**src/rtl/acc_alu_pkg.sv**
```systemverilog
package acc_alu_pkg;

   localparam int INSTR_W = 16;
   localparam int RAM_AW  = 8;
   localparam int RIDX_W  = 3;

   typedef enum logic [2:0] {
      OP_RSV0 = 3'd0,
      OP_SUB  = 3'd1,
      OP_RSV2 = 3'd2,
      OP_CMP  = 3'd3,
      OP_ADD  = 3'd4,
      OP_AND  = 3'd5,
      OP_OR   = 3'd6,
      OP_XOR  = 3'd7
   } alu_op_e;

   typedef enum logic [1:0] {
      SRC_REG,
      SRC_DIRECT,
      SRC_IMMED,
      SRC_INDIRECT
   } src_e;

   typedef struct packed {
      alu_op_e             op;
      src_e                src;
      logic                bank;
      logic [RAM_AW-1:0]   field;
      logic                illegal;
   } dec_t;

   typedef enum logic [1:0] {
      ST_IDLE,
      ST_DWAIT,
      ST_PWAIT,
      ST_EXEC
   } state_e;

endpackage

```
**src/rtl/acc_alu_decode.sv**
```systemverilog
module acc_alu_decode
   import acc_alu_pkg::*;
#(
   parameter bit REG_SRC_EN = 1'b1
) (
   input  logic [INSTR_W-1:0] instr_i,
   output dec_t               dec_o
);

   logic is_reg, is_imm, is_dir, is_ind, op_bad;

   generate
      if (REG_SRC_EN) begin : g_reg_src
         assign is_reg = (instr_i[12:3] == 10'b00_0000_0001);
      end else begin : g_no_reg_src
         assign is_reg = 1'b0;
      end
   endgenerate

   assign is_imm = (instr_i[12:0] == 13'h0400);
   assign is_dir = (instr_i[12:9] == 4'b0011);
   assign is_ind = (instr_i[12:9] == 4'b0101) && (instr_i[7:4] == 4'b0000);
   assign op_bad = (instr_i[15:13] == OP_RSV0) || (instr_i[15:13] == OP_RSV2);

   always_comb begin
      dec_o.op    = alu_op_e'(instr_i[15:13]);
      dec_o.bank  = instr_i[8];
      dec_o.field = instr_i[RAM_AW-1:0];
      dec_o.src   = SRC_REG;
      if (is_imm)      dec_o.src = SRC_IMMED;
      else if (is_dir) dec_o.src = SRC_DIRECT;
      else if (is_ind) dec_o.src = SRC_INDIRECT;
      dec_o.illegal = op_bad || !(is_reg || is_imm || is_dir || is_ind);
   end

endmodule

```
**src/rtl/acc_alu_core.sv**
```systemverilog
module acc_alu_core
   import acc_alu_pkg::*;
#(
   parameter int DATA_W = 16,
   localparam int ACC_W = 2 * DATA_W
) (
   input  logic [ACC_W-1:0]  acc_i,
   input  logic [DATA_W-1:0] opnd_i,
   input  alu_op_e           op_i,
   output logic [ACC_W-1:0]  res_o,
   output logic              wr_o,
   output logic              z_o,
   output logic              n_o
);

   logic [ACC_W-1:0] rhs;

   assign rhs = {opnd_i, {DATA_W{1'b0}}};

   always_comb begin
      unique case (op_i)
         OP_SUB, OP_CMP: res_o = acc_i - rhs;
         OP_ADD:         res_o = acc_i + rhs;
         OP_AND:         res_o = acc_i & rhs;
         OP_OR:          res_o = acc_i | rhs;
         OP_XOR:         res_o = acc_i ^ rhs;
         default:        res_o = acc_i;
      endcase
   end

   assign wr_o = (op_i != OP_CMP);
   assign z_o  = (res_o == '0);
   assign n_o  = res_o[ACC_W-1];

endmodule

```
**src/rtl/acc_alu_top.sv**
```systemverilog
module acc_alu_top
   import acc_alu_pkg::*;
#(
   parameter int DATA_W     = 16,
   parameter int PADDR_W    = 16,
   parameter bit REG_SRC_EN = 1'b1,
   localparam int ACC_W     = 2 * DATA_W
) (
   input  logic               clk,
   input  logic               rst_n,
   input  logic               in_valid,
   output logic               in_ready,
   input  logic [15:0]        in_instr,
   input  logic [PADDR_W-1:0] next_pc,
   output logic [2:0]         reg_idx,
   input  logic [DATA_W-1:0]  reg_rdata,
   output logic               dram_req,
   output logic               dram_bank,
   output logic               dram_indirect,
   output logic [7:0]         dram_addr,
   input  logic               dram_ack,
   input  logic [DATA_W-1:0]  dram_rdata,
   output logic               prog_req,
   output logic [PADDR_W-1:0] prog_addr,
   input  logic               prog_ack,
   input  logic [DATA_W-1:0]  prog_rdata,
   output logic [ACC_W-1:0]   acc,
   output logic               flag_z,
   output logic               flag_n,
   output logic               done,
   output logic               illegal
);

   generate
      if (DATA_W < 8) begin : g_bad_data_w
         $error("acc_alu_top: DATA_W must be at least 8");
      end
      if (PADDR_W > DATA_W || PADDR_W < 1) begin : g_bad_paddr_w
         $error("acc_alu_top: PADDR_W must lie in 1..DATA_W");
      end
   endgenerate

   dec_t              dec;
   state_e            st_q;
   alu_op_e           op_q;
   logic [DATA_W-1:0] opnd_q;
   logic              bank_q, ind_q;
   logic [RAM_AW-1:0] daddr_q;
   logic [PADDR_W-1:0] paddr_q;
   logic [ACC_W-1:0]  acc_q, res;
   logic              z_q, n_q, done_q, ill_q;
   logic              res_wr, res_z, res_n;

   acc_alu_decode #(.REG_SRC_EN(REG_SRC_EN)) u_dec (
      .instr_i (in_instr),
      .dec_o   (dec)
   );

   acc_alu_core #(.DATA_W(DATA_W)) u_core (
      .acc_i  (acc_q),
      .opnd_i (opnd_q),
      .op_i   (op_q),
      .res_o  (res),
      .wr_o   (res_wr),
      .z_o    (res_z),
      .n_o    (res_n)
   );

   always_ff @(posedge clk or negedge rst_n) begin
      if (!rst_n) begin
         st_q    <= ST_IDLE;
         op_q    <= OP_ADD;
         opnd_q  <= '0;
         bank_q  <= 1'b0;
         ind_q   <= 1'b0;
         daddr_q <= '0;
         paddr_q <= '0;
         acc_q   <= '0;
         z_q     <= 1'b0;
         n_q     <= 1'b0;
         done_q  <= 1'b0;
         ill_q   <= 1'b0;
      end else begin
         done_q <= 1'b0;
         ill_q  <= 1'b0;
         unique case (st_q)
            ST_IDLE: begin
               if (in_valid) begin
                  op_q <= dec.op;
                  if (dec.illegal) begin
                     done_q <= 1'b1;
                     ill_q  <= 1'b1;
                  end else begin
                     unique case (dec.src)
                        SRC_REG: begin
                           opnd_q <= reg_rdata;
                           st_q   <= ST_EXEC;
                        end
                        SRC_DIRECT: begin
                           bank_q  <= dec.bank;
                           daddr_q <= dec.field;
                           ind_q   <= 1'b0;
                           st_q    <= ST_DWAIT;
                        end
                        SRC_IMMED: begin
                           paddr_q <= next_pc;
                           st_q    <= ST_PWAIT;
                        end
                        SRC_INDIRECT: begin
                           bank_q  <= dec.bank;
                           daddr_q <= {4'b0000, dec.field[3:0]};
                           ind_q   <= 1'b1;
                           st_q    <= ST_DWAIT;
                        end
                        default: st_q <= ST_IDLE;
                     endcase
                  end
               end
            end
            ST_DWAIT: begin
               if (dram_ack) begin
                  if (ind_q) begin
                     paddr_q <= dram_rdata[PADDR_W-1:0];
                     st_q    <= ST_PWAIT;
                  end else begin
                     opnd_q <= dram_rdata;
                     st_q   <= ST_EXEC;
                  end
               end
            end
            ST_PWAIT: begin
               if (prog_ack) begin
                  opnd_q <= prog_rdata;
                  st_q   <= ST_EXEC;
               end
            end
            ST_EXEC: begin
               if (res_wr) acc_q <= res;
               z_q    <= res_z;
               n_q    <= res_n;
               done_q <= 1'b1;
               st_q   <= ST_IDLE;
            end
            default: st_q <= ST_IDLE;
         endcase
      end
   end

   assign in_ready      = (st_q == ST_IDLE);
   assign reg_idx       = in_instr[RIDX_W-1:0];
   assign dram_req      = (st_q == ST_DWAIT);
   assign dram_bank     = bank_q;
   assign dram_indirect = ind_q;
   assign dram_addr     = daddr_q;
   assign prog_req      = (st_q == ST_PWAIT);
   assign prog_addr     = paddr_q;
   assign acc           = acc_q;
   assign flag_z        = z_q;
   assign flag_n        = n_q;
   assign done          = done_q;
   assign illegal       = ill_q;

endmodule

```
**config.mk**
```make
export PLATFORM = sky130hd
export DESIGN_NAME = acc_alu_top
export DESIGN_NICKNAME = d
export VERILOG_FILES = /design/src/rtl/acc_alu_pkg.sv /design/src/rtl/acc_alu_decode.sv /design/src/rtl/acc_alu_core.sv /design/src/rtl/acc_alu_top.sv
export SDC_FILE = /design/constraint.sdc
export NUM_CORES = 1
export LEC_CHECK = 0
export BUFFER_PORTS_ARGS = -buffer_cell sky130_fd_sc_hd__buf_2
export CORE_MARGIN = 2
export CORE_UTILIZATION = 56
export CTS_BUF_LIST = sky130_fd_sc_hd__clkbuf_2
export DETAILED_ROUTE_END_ITERATION = 12
export PLACE_DENSITY_LB_ADDON = 0.05
export SYNTH_ARGS = -nofsm -noshare
export SYNTH_HDL_FRONTEND = slang
export SYNTH_SLANG_ARGS = --single-unit
```
**constraint.sdc**
```tcl
create_clock -name clk -period 4.2 [get_ports clk]
set_input_delay 0.84 -clock clk [delete_from_list [all_inputs] [get_ports clk]]
set_output_delay 0.84 -clock clk [all_outputs]
set_load 0.02 [all_outputs]
```
==> Word level (Yosys, flattened, before mapping) <==
Cells that the tools add are included.
{ "totals": {"register_bits": 83, "inputBits": 85} }
{ "op_classes": {"bitwise": 4, "eq_ne": 26, "reduce_logical": 24, "addsub": 2, "n_mux": 30} }
{ "op_table": {"columns": ["op", "n"], "rows": [
  ["2-to-1 mux 16 bit", 11],
  ["one-hot mux 32 bit (5 select lines)", 1],
  ["one-hot mux 16 bit (3 select lines)", 1],
  ["adder 32 bit", 1],
  ["AND 32 bit", 1],
  ["logical NOT 32 bit", 1],
  ["bitwise OR 32 bit", 1],
  ["one-hot mux 16 bit (2 select lines)", 1],
  ["subtractor 32 bit", 1],
  ["XOR 32 bit", 1],
  ["one-hot mux 8 bit (2 select lines)", 1],
  ["2-to-1 mux 2 bit", 7],
  ["equality test 13 x 11 -> 1 bit, second input constant", 1],
  ["equality test 3 bit, second input constant", 4],
  ["AND reduction 4 bit", 3],
  ["equality test 10 x 1 -> 1 bit, second input constant", 1],
  ["!= test 2 x 1 -> 1 bit, second input constant", 5],
  ["equality test 2 bit, second input constant", 4],
  ["one-hot mux 2 bit (4 select lines)", 1],
  ["AND reduction 7 bit", 1],
  ["equality test 3 x 2 -> 1 bit, second input constant", 2],
  ["!= test 2 bit, second input constant", 3],
  ["one-hot mux 2 bit (3 select lines)", 1],
  ["AND reduction 6 bit", 1],
  ["18 further kinds", 31]
]} }

==> Logic depth before layout (Yosys ltp) <==
Gate-level depths: netlist (run 1).
{ "depth": {"depth_word": 11, "ltp_mapped": 16, "mapped_depth_nobuf": 16} }

==> Modules after synthesis <==
Synthesis (run 1) repeated with hierarchy kept, for this count alone.
{ "hier_totals": {"cells_unflattened": 676, "hier_area_um2": 6618.8} }
{ "by_module_without_submodules": {"columns": ["module", "cells_per_inst", "instances", "area_per_inst_um2", "seq_area_each_um2"], "rows": [
  ["acc_alu_top", 288, 1, 3863.7, 2078.2],
  ["acc_alu_core", 362, 1, 2560.0, 0.0],
  ["acc_alu_decode", 26, 1, 195.2, 0.0]
]} }

==> Worst setup path before layout (run 1) <==
OpenSTA, ideal clock, no wires.
{ "synth_path": {"path_kind": "register to register", "from": "register opnd_q[1]", "to": "register n_q, in the netlist flag_n", "path_buffers": 0, "path_stages_with_launch": 17, "slack_ns": 0.544, "arrival_time_ns": 3.590, "setup_ns": 0.066, "path_cell_list": "dfrtp_1 -> inv_1 -> ha_1 -> nand3_1 -> or4_1 -> nor4_1 -> a31oi_1 -> xnor2_1 -> ha_1 -> a21oi_1 -> o21ai_0 -> o21a_1 -> a211o_1 -> a21oi_1 -> xnor2_1 -> a221oi_1 -> mux2_2"} }
{ "synth_between": {"elab_chain_len": 2, "word_cells_on_any_way": 3, "cone_classes": "add/sub (2); mux (1)"} }
{ "synth_rtl": {"columns": ["item", "line", "text"], "rows": [
  ["start: declaration", "acc_alu_top.sv:46", "logic [DATA_W-1:0] opnd_q;"],
  ["start signal: assignment", "acc_alu_top.sv:96", "opnd_q <= reg_rdata;"],
  ["start signal: assignment", "acc_alu_top.sv:126", "opnd_q <= dram_rdata;"],
  ["start signal: assignment", "acc_alu_top.sv:133", "opnd_q <= prog_rdata;"],
  ["adder 32 bit / subtractor 32 bit (equally long branches)", "acc_alu_core.sv:23, acc_alu_core.sv:22", null],
  ["one-hot mux 32 bit (5 select lines) (*)", "acc_alu_core.sv:21", "unique case (op_i)"],
  ["end signal: assignment", "acc_alu_top.sv:140", "n_q <= res_n;"],
  ["end: declaration", "acc_alu_top.sv:51", "logic z_q, n_q, done_q, ill_q;"]
]} }
Mark *: on every way between the ends. The rest lies on a longest branch, timed or not.
A chain may end at the register's enable or synchronous reset.

==> Worst setup path in the final report (run 1) <==
{ "layout_path": {"from": "register op_q[2]", "to": "register z_q, in the netlist flag_z"} }
{ "layout_between": {"elab_chain_len": 4, "word_cells_on_any_way": 9, "cone_classes": "eq/ne (6); mux (1); reduce/logical (2)"} }
{ "layout_rtl": {"columns": ["item", "line", "text"], "rows": [
  ["start: declaration", "acc_alu_top.sv:45", "alu_op_e op_q;"],
  ["start signal: assignment", "acc_alu_top.sv:89", "op_q <= dec.op;"],
  ["equality test 3 x 1 -> 1 bit / equality test 3 x 2 -> 1 bit (equally long branches)", "acc_alu_core.sv:21", null],
  ["OR reduction 2 bit", "acc_alu_core.sv:21", null],
  ["one-hot mux 32 bit (5 select lines) (*)", "acc_alu_core.sv:21", null],
  ["logical NOT 32 bit (*)", "acc_alu_core.sv:32", "assign z_o = (res_o == '0);"],
  ["end signal: assignment", "acc_alu_top.sv:139", "z_q <= res_z;"],
  ["end: declaration", "acc_alu_top.sv:51", null]
]} }
Marks and branches as above.

==> results.md, run 1 <==
- Status: finished, final reports clean
- Yosys top cell by area: dfrtp_1
- DRC viols: 0
- Worst Path Arrival: between 4 and 5 ns
- Total CTS buffers: 9
- GRT Resource Usage Total: between 20% and 30%
- Clock root buffer: clkbuf_2
- Setup slack, reg-to-reg: ~0.26 ns
- Die width: about 110 um
- Post-Syn Area: slightly above 6000 sq um
- Maximum operating frequency: 253.9 MHz
- CTS tree: built
- Critical Path Fanout Max: 10
- CTS max path bufs: 2
- CTS Hold Bufs: 0
- Pwr/cell area: between 900 and 1000 nW/um^2
- Syn. warnings: 0
- Crit-path cells: nor3b_4 > nor2_1 > xnor2_1 > ha_1 > nor2b_1 > o21a_1 > nor3_1 > o311ai_0 > or4_1 > nor4_2 > nand4_1 > o32ai_2
- Vias in the first global route: 5,493
- Clock Sinks: 83
- Switching share of power: 52.60%
- Fillers: ~900
- Area contributors post-synth: dfrtp_1 34%, ha_1 11%, o21ai_0 5.2%, nand2_1 4.5%, a21oi_1 4.3%
- Row count: 37
- Number of flops mapped to enable cells by yosys: 0
- Routed vias: between 5k and 6k
- Initial Util: roughly three fifths
- Final setup viols: 0
- Clock Latency Late Sink: between 0.5 and 0.6 ns
- Ys async rst share: 100.0%
- Element type at the critical path start: register
- Post-Syn Nets: 829
- Initial antenna violation count: 1
- Combinational power share: roughly 71%
- Placed instance count: between 900 and 1k
- Slew @ Worst Pin: 1.025 ns
- Largest net degree at the start of global routing: 84
- Gr ovfl total: 0
- Tcrit/Tclk final: ~94%
- Top-count cell post-synth: dfrtp_1
- Area delta synth->final: 16.33%
- Share of cells above drive strength 1: about a quarter
- Total length of routed met3 wires: about 1200 um
- Clk slew on worst S/H paths: ~0.26 ns
- DRT Pass-1 Iters: 5
- Post-route insts no fill: approximately 970
- Core area: about 10,000 sq um
- WHS: a little over 0.4 ns
- Sequential power share: 20.9%
- Setup ws final: 0.2613 ns
- Register area: between 2000 and 2500 sq um
- Critical Path Max Stage Delay: about 0.64 ns
- Final hold vios: 0
- Pint: roughly 3200 uW
- RSZ-0062 raised after global routing: no
- Drt total wl: approximately 17,000 um
- I/O Buffers: about 150
- Vias/cell: 5.853
- Max VDD drop: between 0.4 and 0.5 mV
- Crit path kind: register to register
- Prevailing post-synth register cell: dfrtp_1
- Yosys cell types: 73
- Drt initial violations: 346
- Synth top area share: 33.94%
- Synth Area per Inst: between 8 and 9 sq um
- Met2 Wirelength: between 8000 and 9000 um
- Top Family by Delay on Critical Path: simple AND/OR/NAND/NOR gates
- Die height: about 110 um
- CP bufs+invs: 0
- Min-delay worst type: input port to async pin
- CP max-delay cell: or4_1
- WL met1: 7171 um
- Core Util, Final: 67.52%
- Layout net count: approximately 970
- Top sig layer: met4
- Htree depth: 3
- Setup crit end kind: register
- Io pins: around 150
- P_leak: approximately 0.0035 uW
- Clock Skew: roughly 0.014 ns
- Synth Instances: 688
- Multi-input gate area: ~3600 sq um
- Seq/Total Area, Yosys: around 34%
- First-pass GRT wire length: between 20,000 and 30,000 um
- Hpwl dp: around 13,000 um
- Min Tclk post-route: between 3 and 4 ns
- Final Slew Violations: 0
- Most frequent cells after synthesis: 82 x dfrtp_1, 72 x nand2_1, 63 x o21ai_0
- Clock power share: under 10%
- Max-cap viol count: 0
- Setup_tns: 0 ns
- Yosys reg bits: 83
- ANT nets after route: 0
- Rel. slew slack: a little under a third
- Pre-CTS setup slack: 0.2039 ns
- RD Place Congestion: between 0.9 and 1
- Psw: between 3000 and 4000 uW
- Data required, critical path: between 4 and 5 ns
- Die area: between 10,000 and 15,000 sq um
- Wire per inst: about 17 um
layout by cell type (no fill, tap or decap), types with 5 or more instances in the layout:
cell	instances
xnor2_1	18
buf_2	151
clkbuf_2	9
a21oi_1	52
nor4_1	5
dfrtp_1	82
ha_1	55
inv_1	47
a22oi_1	24
nand2b_1	12
nor2_1	48
buf_4	10
mux2_2	15
and2_1	19
a31oi_1	7
nand2_1	72
nor2b_1	12
o21ai_0	63
o31ai_1	6
mux2i_1	17
nand4_1	5
nand3_1	6
xor2_1	6
state kept, by name, indices dropped and copies added, names as in the netlist, 2 cells and up:
| register | count |
|---|---|
| acc | 32 |
| dram_addr | 8 |
| op_q | 3 |
| prog_addr | 16 |
| st_q | 2 |
| opnd_q | 16 |
kinds of logic after synthesis:
logic type	count (synthesis)	share of synthesized area (%)
simple gates	205	16.87
mux	33	5.981
flops	83	34.38
buf+inv	84	6.271
fa+ha+maj	56	11.71
compound gates	203	21.32
xor+xnor	24	3.477
path summary, 6_finish.rpt:
kind | endpoint | cells after the start | start
setup / recovery | flag_z | 12 | op_q[2]
hold / removal | dram_addr[0] | 1 | rst_n
setup reg to reg | flag_z | 12 | op_q[2]
hold reg to reg | dram_addr[1] | 1 | dram_addr[1]
max in group asynchronous | acc[29] | 1 | rst_n
min in group clk | op_q[1] | 2 | in_instr[14]
layer usage:
metal / vias to the layer above / GRT usage, %
met5: - / 0
met2: 221 / 47.75
met1: 2686 / 38.98
li1: 2718 / -
met3: 35 / 4.358
met4: 0 / 13.46
stage by stage:
stage                     area [sq um]  power [uW]
after global routing              7030        7469
after global placement            6848        6056
after floorplan                   6046        4998
after detailed placement          6848        6172
after CTS                         7015        6769
final                             7033        6837
worst reg2reg max path: cells and delay by family (launching register included):
family | cells | cell delay (ns)
fa+ha+maj | 1 | 0.34
xor+xnor | 1 | 0.27
flops | 1 | 0.60
simple gates | 7 | 2.08
compound gates | 3 | 0.60
layout make-up:
| type | count | share of cell area (%) |
|---|---|---|
| Multi-Input combinational cell | 521 | 51.20 |
| Clock inverter | 7 | 1.743 |
| Inverter | 48 | 2.562 |
| Tap cell | 136 | 2.419 |
| Clock buffer | 9 | 0.6405 |
| Sequential cell | 83 | 29.55 |
| Timing Repair Buffer | 161 | 11.81 |
| Antenna cell | 2 | 0.07116 |
repair_timing:
item	in CTS	in global routing
setup endpoints to repair	0	3
setup buffers	0	0
endpoints found under the hold margin	0	0
gates resized for setup	0	2
power groups by stage:
stage                     combinational (uW)  sequential [uW]  clock, uW
after floorplan                         3470             1530          0
after global placement                  4640             1410          0
after detailed placement                4740             1430          0
after CTS                               4770             1410        588
after global routing                    5390             1460        621
final                                   4830             1430        585
No activity file was read; power rests on OpenSTA's default activity.
==> run 2, diff against run 1 <==
Settings changed: CORE_UTILIZATION 56 to 42, SETUP_SLACK_MARGIN from default to 0.5.
==> run 2 against run 1 <==
Combinational power grew 13%. Total power grew 8.0%. Non-clock buffer count grew 46. Count of clock-buffer cells in the layout is the same. Largest cell class unchanged. Utilization shrank 14 points.
==> results.md, run 2 (same netlist as run 1, synthesis figures left out) <==
- Status: finished, final reports clean
- Die area: 15,370 sq um
- Setup_tns: 0 ns
- Die width: approximately 120 um
- Routed vias: ~5.7k
- Rel. slew slack: 30.64%
- DRT Pass-1 Iters: 4
- RD Place Congestion: just over 0.9
- RSZ-0062 raised after global routing: yes
- Critical Path Max Stage Delay: 0.56 ns
- Setup crit end kind: register
- Final Slew Violations: 0
- Drt total wl: 18,440 um
- Top Usage Layer GRT: met2
- Most frequent cells in the layout: 151 x buf_2, 81 x dfrtp_1, 72 x nand2_1, 58 x o21ai_0, 53 x ha_1
- ANT nets after route: 0
- Ant diodes: 0
- CTS max path bufs: 2
- Initial antenna violation count: 0
- Crit path kind: register to register
- Clock Skew: approximately 0.026 ns
- Drt initial violations: 377
- Final hold vios: 0
- Max FFs per register: 32
- Wire per inst: 17.48 um
- Clock Sinks: 83
- Hpwl dp: 13,560 um
- GRT Resource Usage Total: 24.77%
- First-pass GRT wire length: about 29,000 um
- Placed instance count: roughly 1.0k
- GR Util met2: 39.11%
- Max-cap viol count: 0
- Vias in the first global route: roughly 5.6k
- Max VDD drop: 0.3673 mV
- GR Util met3: 4.853%
- Largest net degree at the start of global routing: 63
- Slew @ Worst Pin: a little over 1 ns
- R2R Path Start: opnd_q[1]
- Core area: between 10,000 and 15,000 sq um
- Clk slew on worst S/H paths: about 0.30 ns
- Area delta synth->final: 24.96%
- CTS tree: built
- Io pins: around 150
- Element type at the critical path start: register
- CP bufs+invs: 11
- Post-route insts no fill: roughly 1.1k
- Critical Path Fanout Max: 3
- CP Launch Point: opnd_q[1]
- Initial Util: approximately 43%
- Crit-path cells: buf_6 > or4_4 > nor4_4 > nand4_1 > buf_4 > buf_6 > buf_6 > buf_6 > buf_6 > buf_4 > buf_4 > buf_6 > buf_6 > buf_6 > o21ai_2 > xnor2_1 > xnor2_1 > a221oi_2 > mux2_4
- Data required, critical path: approximately 4.8 ns
- Clock Latency Late Sink: approximately 0.64 ns
- Clock root buffer: clkbuf_2
- Critical Path Most Common Cell: buf_6
- Min-delay worst type: input port to async pin
- Total CTS buffers: 9
- Pwr/cell area: slightly below 1000 nW/um^2
- CP max-delay cell: or4_4
- Die height: 124.0 um
- Htree depth: 3
- Min Tclk post-route: around 3.8 ns
- P_leak: 0.003703 uW
- Commonest non-fill, non-tap cell in the layout: buf_2
- Row count: 43
- Final setup viols: 0
- Tcrit/Tclk final: 91.29%
- Maximum operating frequency: between 200 and 300 MHz
- Worst Path Arrival: roughly 4.4 ns
- Gr ovfl total: 0
- Share of cells above drive strength 1: 32.23%
- Top Family by Delay on Critical Path: buffers and inverters
- I/O Buffers: around 150
- Vias/cell: 5.424
- Layout net count: a little over 1k
- DRC viols: 0
- Met1 capacity usage during global routing: about a third
==> run 2: path summary, 6_finish.rpt <==
check,end,slack (ns),cells after the start
setup / recovery,acc[31],0.37,19
hold / removal,dram_addr[1],0.25,1
setup reg to reg,acc[31],0.37,19
hold reg to reg,dram_bank,0.54,1
max in group asynchronous,prog_addr[5],3.10,2
min in group clk,op_q[1],0.40,2
==> run 2: cell type report <==
type / count / area, sq um
fillers: 1332 / 6434
multi-input cells: 521 / 3752
flip-flops and latches: 83 / 2079
repair buffers: 207 / 1206
well taps: 180 / 225.2
inverters: 48 / 180.2
clock inverters: 7 / 66.31
clock buffers: 9 / 45.04
==> run 2: layer usage <==
layer | part of all wire (%) | vias up
met3 | 5.6 | 21
met4 | 2.0 | 0
met2 | 46 | 182
met5 | 0 | -
met1 | 46 | 2711
li1 | - | 2808
==> run 2: repair_timing <==
item                                    in CTS  in global routing
buffers inserted                            26                 11
hold buffers                                 0                  0
resized for setup                           30                 18
pin swaps                                   21                 22
endpoints found under the setup margin       3                  5
==> run 2: metrics by stage <==
step	util, %	hold slack [ns]	instance area, sq um	power, uW	setup slack [ns]
2_1_floorplan	-	0.4753	6046	4998	0.5439
3_3_place_gp	49.83	0.4840	6970	6211	0.2623
3_5_place_dp	49.83	0.4901	6970	6279	0.1753
4_1_cts	52.83	0.2264	7390	7182	0.4733
5_1_grt	54.01	0.2416	7555	8051	0.2416
6_report	54.01	0.2485	7555	7382	0.3658
==> run 2: report_power, final <==
group          switching [uW]  internal, uW  total (uW)
Sequential                362          1080        1440
Combinational            3180          2310        5480
Clock                     359          97.4         457
Total                    3900          3480        7380
